--- src/rtl/ssi_pkg.sv ---
package ssi_pkg;

    localparam int DATA_W  = 4;
    localparam int ADDR_W  = 2;
    localparam int N_ERR   = 2;
    localparam int N_CAUSE = 3;

    // bit positions inside the error register
    localparam int ERR_PARITY = 0;
    localparam int ERR_FRAME  = 1;

    // bit positions inside the mask and factor registers
    localparam int CAUSE_RXDONE = 0;
    localparam int CAUSE_TXDONE = 1;
    localparam int CAUSE_RXERR  = 2;

    typedef enum logic [ADDR_W-1:0] {
        REG_ERR  = 2'd0,
        REG_MASK = 2'd1,
        REG_FACT = 2'd2,
        REG_RSVD = 2'd3
    } reg_sel_e;

    typedef struct packed {
        logic parity;
        logic frame;
        logic rx_done;
        logic tx_done;
    } events_t;

    typedef struct packed {
        logic                    err_we;
        logic                    mask_we;
        logic                    fact_we;
        logic [DATA_W-1:0]       data;
    } wr_req_t;

    // set has priority over a write-1 clear
    function automatic logic flag_next(input logic q, input logic set, input logic clr);
        return set | (q & ~clr);
    endfunction

endpackage

--- src/rtl/ssi_err_bank.sv ---
module ssi_err_bank #(
    parameter int N = ssi_pkg::N_ERR
) (
    input  logic         clk,
    input  logic         rst,
    input  logic         rx_enable,
    input  logic [N-1:0] set,
    input  logic [N-1:0] clr,
    output logic [N-1:0] q
);
    import ssi_pkg::*;

    for (genvar i = 0; i < N; i++) begin : g_flag
        always_ff @(posedge clk) begin
            if (rst || !rx_enable) begin
                q[i] <= 1'b0;
            end else begin
                q[i] <= flag_next(q[i], set[i], clr[i]);
            end
        end
    end

endmodule

--- src/rtl/ssi_irq_bank.sv ---
module ssi_irq_bank #(
    parameter int N = ssi_pkg::N_CAUSE
) (
    input  logic         clk,
    input  logic         rst,
    input  logic [N-1:0] set,
    input  logic [N-1:0] clr,
    input  logic         mask_we,
    input  logic [N-1:0] mask_wd,
    output logic [N-1:0] fac_q,
    output logic [N-1:0] mask_q,
    output logic         irq
);
    import ssi_pkg::*;

    logic [N-1:0] active;

    for (genvar i = 0; i < N; i++) begin : g_cause
        always_ff @(posedge clk) begin
            if (rst) begin
                fac_q[i]  <= 1'b0;
                mask_q[i] <= 1'b0;
            end else begin
                fac_q[i] <= flag_next(fac_q[i], set[i], clr[i]);
                if (mask_we) begin
                    mask_q[i] <= mask_wd[i];
                end
            end
        end
        assign active[i] = fac_q[i] & mask_q[i];
    end

    assign irq = |active;

endmodule

--- src/rtl/ssi_regif.sv ---
module ssi_regif #(
    parameter int DW = ssi_pkg::DATA_W,
    parameter int AW = ssi_pkg::ADDR_W,
    parameter int NE = ssi_pkg::N_ERR,
    parameter int NC = ssi_pkg::N_CAUSE
) (
    input  logic          bus_sel,
    input  logic          bus_wr,
    input  logic [AW-1:0] bus_addr,
    input  logic [DW-1:0] bus_wdata,
    input  logic [NE-1:0] err_q,
    input  logic [NC-1:0] mask_q,
    input  logic [NC-1:0] fac_q,
    output logic [NE-1:0] err_clr,
    output logic [NC-1:0] fac_clr,
    output logic          mask_we,
    output logic [NC-1:0] mask_wd,
    output logic [DW-1:0] bus_rdata
);
    import ssi_pkg::*;

    wr_req_t  req;
    reg_sel_e sel;

    assign sel = reg_sel_e'(bus_addr);

    always_comb begin
        req         = '0;
        req.data    = bus_wdata;
        if (bus_sel && bus_wr) begin
            unique case (sel)
                REG_ERR:  req.err_we  = 1'b1;
                REG_MASK: req.mask_we = 1'b1;
                REG_FACT: req.fact_we = 1'b1;
                default:  ;
            endcase
        end
    end

    assign err_clr = req.err_we  ? req.data[NE-1:0] : '0;
    assign fac_clr = req.fact_we ? req.data[NC-1:0] : '0;
    assign mask_we = req.mask_we;
    assign mask_wd = req.data[NC-1:0];

    always_comb begin
        bus_rdata = '0;
        unique case (sel)
            REG_ERR:  bus_rdata[NE-1:0] = err_q;
            REG_MASK: bus_rdata[NC-1:0] = mask_q;
            REG_FACT: bus_rdata[NC-1:0] = fac_q;
            default:  bus_rdata = '0;
        endcase
    end

endmodule

--- src/rtl/ssi_status_unit.sv ---
module ssi_status_unit (
    input  logic                       clk,
    input  logic                       rst,
    input  logic                       rx_enable,
    input  logic                       async_mode,
    input  logic                       ev_parity,
    input  logic                       ev_frame,
    input  logic                       ev_rx_done,
    input  logic                       ev_tx_done,
    input  logic                       bus_sel,
    input  logic                       bus_wr,
    input  logic [ssi_pkg::ADDR_W-1:0] bus_addr,
    input  logic [ssi_pkg::DATA_W-1:0] bus_wdata,
    output logic [ssi_pkg::DATA_W-1:0] bus_rdata,
    output logic                       irq
);
    import ssi_pkg::*;

    events_t            ev;
    logic [N_ERR-1:0]   err_set, err_clr, err_q;
    logic [N_CAUSE-1:0] fac_set, fac_clr, fac_q, mask_q, mask_wd;
    logic               mask_we;
    logic               rx_err_ok;

    assign ev = '{parity: ev_parity, frame: ev_frame,
                  rx_done: ev_rx_done, tx_done: ev_tx_done};

    // error events count only when the receiver runs in asynchronous mode
    always_comb begin
        err_set             = '0;
        err_set[ERR_PARITY] = ev.parity & async_mode & rx_enable;
        err_set[ERR_FRAME]  = ev.frame  & async_mode & rx_enable;
    end

    assign rx_err_ok = |err_set;

    always_comb begin
        fac_set               = '0;
        fac_set[CAUSE_RXDONE] = ev.rx_done;
        fac_set[CAUSE_TXDONE] = ev.tx_done;
        fac_set[CAUSE_RXERR]  = rx_err_ok;
    end

    ssi_regif #(
        .DW(DATA_W), .AW(ADDR_W), .NE(N_ERR), .NC(N_CAUSE)
    ) u_regif (
        .bus_sel   (bus_sel),
        .bus_wr    (bus_wr),
        .bus_addr  (bus_addr),
        .bus_wdata (bus_wdata),
        .err_q     (err_q),
        .mask_q    (mask_q),
        .fac_q     (fac_q),
        .err_clr   (err_clr),
        .fac_clr   (fac_clr),
        .mask_we   (mask_we),
        .mask_wd   (mask_wd),
        .bus_rdata (bus_rdata)
    );

    ssi_err_bank #(.N(N_ERR)) u_err (
        .clk       (clk),
        .rst       (rst),
        .rx_enable (rx_enable),
        .set       (err_set),
        .clr       (err_clr),
        .q         (err_q)
    );

    ssi_irq_bank #(.N(N_CAUSE)) u_irq (
        .clk     (clk),
        .rst     (rst),
        .set     (fac_set),
        .clr     (fac_clr),
        .mask_we (mask_we),
        .mask_wd (mask_wd),
        .fac_q   (fac_q),
        .mask_q  (mask_q),
        .irq     (irq)
    );

endmodule

--- config.mk ---
export PLATFORM = sky130hd
export DESIGN_NAME = ssi_status_unit
export DESIGN_NICKNAME = d
export VERILOG_FILES = /design/src/rtl/ssi_pkg.sv /design/src/rtl/ssi_err_bank.sv /design/src/rtl/ssi_irq_bank.sv /design/src/rtl/ssi_regif.sv /design/src/rtl/ssi_status_unit.sv
export SDC_FILE = /design/constraint.sdc
export NUM_CORES = 1
export LEC_CHECK = 0
export BUFFER_PORTS_ARGS = -buffer_cell sky130_fd_sc_hd__buf_2
export CAP_MARGIN = 20
export CORE_AREA = 2 2 39 41
export CTS_CLUSTER_DIAMETER = 80
export DETAILED_ROUTE_END_ITERATION = 10
export DIE_AREA = 0 0 41 43
export PLACE_DENSITY = 0.73
export SETUP_SLACK_MARGIN = 0.1
export SLEW_MARGIN = 30
export SYNTH_ARGS = -nofsm -noshare
export SYNTH_HDL_FRONTEND = slang
export SYNTH_HIERARCHICAL = 1
export SYNTH_SLANG_ARGS = --single-unit
--- constraint.sdc ---
create_clock -name clk -period 1.67 [get_ports clk]
set_input_delay 0.0835 -clock clk [delete_from_list [all_inputs] [get_ports clk]]
set_output_delay 0.0835 -clock clk [all_outputs]
set_load 0.005 [all_outputs]
==> results.json <==
{
  "status": "complete, no violations",
  "fin_nets": 98,
  "ir_worst_vdd_v": 0.000388,
  "synthFlopType": "dfxtp_1",
  "overflow": 0,
  "fin_util": 0.438,
  "antenna_found_initial": 0,
  "clock_latency_ns": 0.24,
  "wl_per_cell_um": 10.6,
  "gp_congestion": 0.707,
  "wl_um": 972,
  "crit_start": "u_irq/fac_q[1]",
  "drt-vias-per-instance": 4.84,
  "start_util": 0.363,
  "syn_area_sq_um": 503,
  "hold_violations": 0,
  "antenna_cells": 0,
  "leakage_uw": 0.000315,
  "cp.arrival_ns": 1.13,
  "area_growth_syn_to_layout_pct": 20.4,
  "synthCells": 59,
  "critPathBufInv": 1,
  "ys_seq_area_frac": 0.318,
  "synth_seq_cells": 8,
  "num_rows": 14,
  "async_flop_share": 0,
  "r2r_start": "u_irq/fac_q[1]",
  "cts.path.max_buffers": 2,
  "final_cell_mix": "18 x buf_2, 8 x inv_1, 8 x dfxtp_1",
  "crit_path_end_kind": "primary output",
  "yosysWarnings": 6,
  "grt_usage": 0.122,
  "cp_data_required_time_ns": 1.59,
  "cap_violations": 0,
  "first_global_vias": 398,
  "hold_class": "in -> reg",
  "finalSetupTns_ns": 0,
  "total_power_uw": 409,
  "hold_start": "ev_rx_done",
  "root_buffer": "clkbuf_4",
  "drive_gt1_frac": 0.303,
  "io_pins": 21,
  "powerDensity_nw_per_um2": 676,
  "crit_path_start_kind": "flip-flop",
  "dp_hpwl_um": 799,
  "setup_violations": 0,
  "crit_end": "bus_rdata[1]",
  "cts_sinks": 8,
  "cts_tree": "done",
  "drt-pass1-iter-count": 4,
  "clock_skew_ns": 0,
  "cp.depth": 3,
  "critical_path.top_delay_family": "compound AO/OA/AOI/OAI gates",
  "portBuffers": 18,
  "cts_inserted_buffers": 3,
  "die_y_um": 43,
  "fp.dieW_um": 41,
  "worstSetupPathType": "reg -> out",
  "postCtsSetupBuffers": 0,
  "finalMaxSlewViolations": 0,
  "detail-route-antenna-nets": 0,
  "path_cells": "a222oi_1, nor2_1, buf_2",
  "cts.clk_slew.worst_paths_ns": 0.05,
  "core_sq_um": 1380,
  "max_freq_ghz": 0.824,
  "drc_errors": 0,
  "rr_endpoint": "u_irq/fac_q[1]",
  "finalCriticalPeriod_ns": 1.21,
  "critPathSlowestCell": "a222oi_1",
  "first_iter_violations": 22,
  "grt_max_degree": 8,
  "rrSetupSlack_ns": 1.03,
  "dieArea_sq_um": 1760,
  "via_count": 445,
  "holdBufCountCts": 0,
  "rsz0062_at_grt": "false",
  "synth_area_per_cell_sq_um": 8.53,
  "cts_resized": 0,
  "synth_edf_count": 0,
  "max_stage_delay_ns": 0.35,
  "final_common_cell": "buf_2",
  "cp_max_fo": 3,
  "grt_pass1_wl_um": 1470,
  "syn_nets": 79,
  "yosysUniqueCellTypes": 17,
  "htree_levels": 1,
  "period_share": 0.727,
  "reg2reg_depth": 2
}
-- layer usage --
layer	GRT usage	vias to the layer above	part of all wire
met5	0	-	0
met4	0.0200	0	0.0072
met3	0.0628	2	0.096
met2	0.194	15	0.47
met1	0.145	197	0.43
li1	-	231	-
-- Yosys cell counts, types with 2 or more instances --
| cell | n | area [sq um] |
|---|---|---|
| ha_1 | 4 | 50.1 |
| and3_1 | 2 | 12.5 |
| mux2i_1 | 3 | 30.0 |
| a222oi_1 | 3 | 30.0 |
| dfxtp_1 | 8 | 160 |
| and3_2 | 2 | 15.0 |
| a21oi_1 | 5 | 25.0 |
| nand2b_1 | 6 | 37.5 |
| and2_1 | 3 | 18.8 |
| and4_1 | 2 | 17.5 |
| nor2_1 | 5 | 18.8 |
| buf_4 | 4 | 30.0 |
| inv_1 | 8 | 30.0 |
-- how the worst min path moves through the flow --
stage / end / slack, ns / depth (start not counted)
after floorplan: u_irq/fac_q[0] / 0.15 / 1
after global placement: u_irq/fac_q[0] / 0.32 / 3
after detailed placement: u_irq/fac_q[1] / 0.33 / 3
after CTS: u_irq/fac_q[1] / 0.06 / 3
after global routing: u_irq/fac_q[1] / 0.08 / 3
final: u_irq/fac_q[0] / 0.06 / 3
-- flip-flops by register name, summed over array words and instances, names as in the netlist --
name	count
u_err/q	2
u_irq/mask_q	3
u_irq/fac_q	3
-- cell type report --
| cell class | count | area (sq um) |
|---|---|---|
| well taps | 16 | 20.0 |
| clock buffers | 3 | 22.5 |
| fillers | 144 | 778 |
| inverters | 8 | 30.0 |
| flip-flops and latches | 8 | 160 |
| multi-input cells | 39 | 283 |
| repair buffers | 18 | 90.1 |
-- power breakdown --
part | total [uW] | switching, uW | internal, uW
sequential | 205 | 6.23 | 199
clock | 144 | 62.1 | 82.0
combinational | 60.2 | 28.9 | 31.3
-- cell families (layout without fill, tap and decap cells) --
family          count (synthesis)  in the layout  synth area share
simple gates                   21             21             0.251
buf+inv                        12             29             0.119
compound gates                 10             10             0.144
flops                           8              8             0.318
fa+ha+maj                       4              4            0.0995
mux                             3              3            0.0597
other cells                     1              1           0.00746
-- worst min-delay path, cell delays in order --
cell	delay, ns
buf_2	0.09
inv_1	0.04
a21oi_1	0.05
-- through the flow --
step	cell area [sq um]	instances	hold WS, ns	setup slack [ns]
after floorplan	503	59	0.153	0.710
after global placement	583	89	0.321	0.522
after detailed placement	583	89	0.327	0.496
after CTS	606	92	0.0579	0.454
after global routing	606	92	0.0774	0.392
final	606	92	0.0644	0.457
No activity file was read; power rests on OpenSTA's default activity.
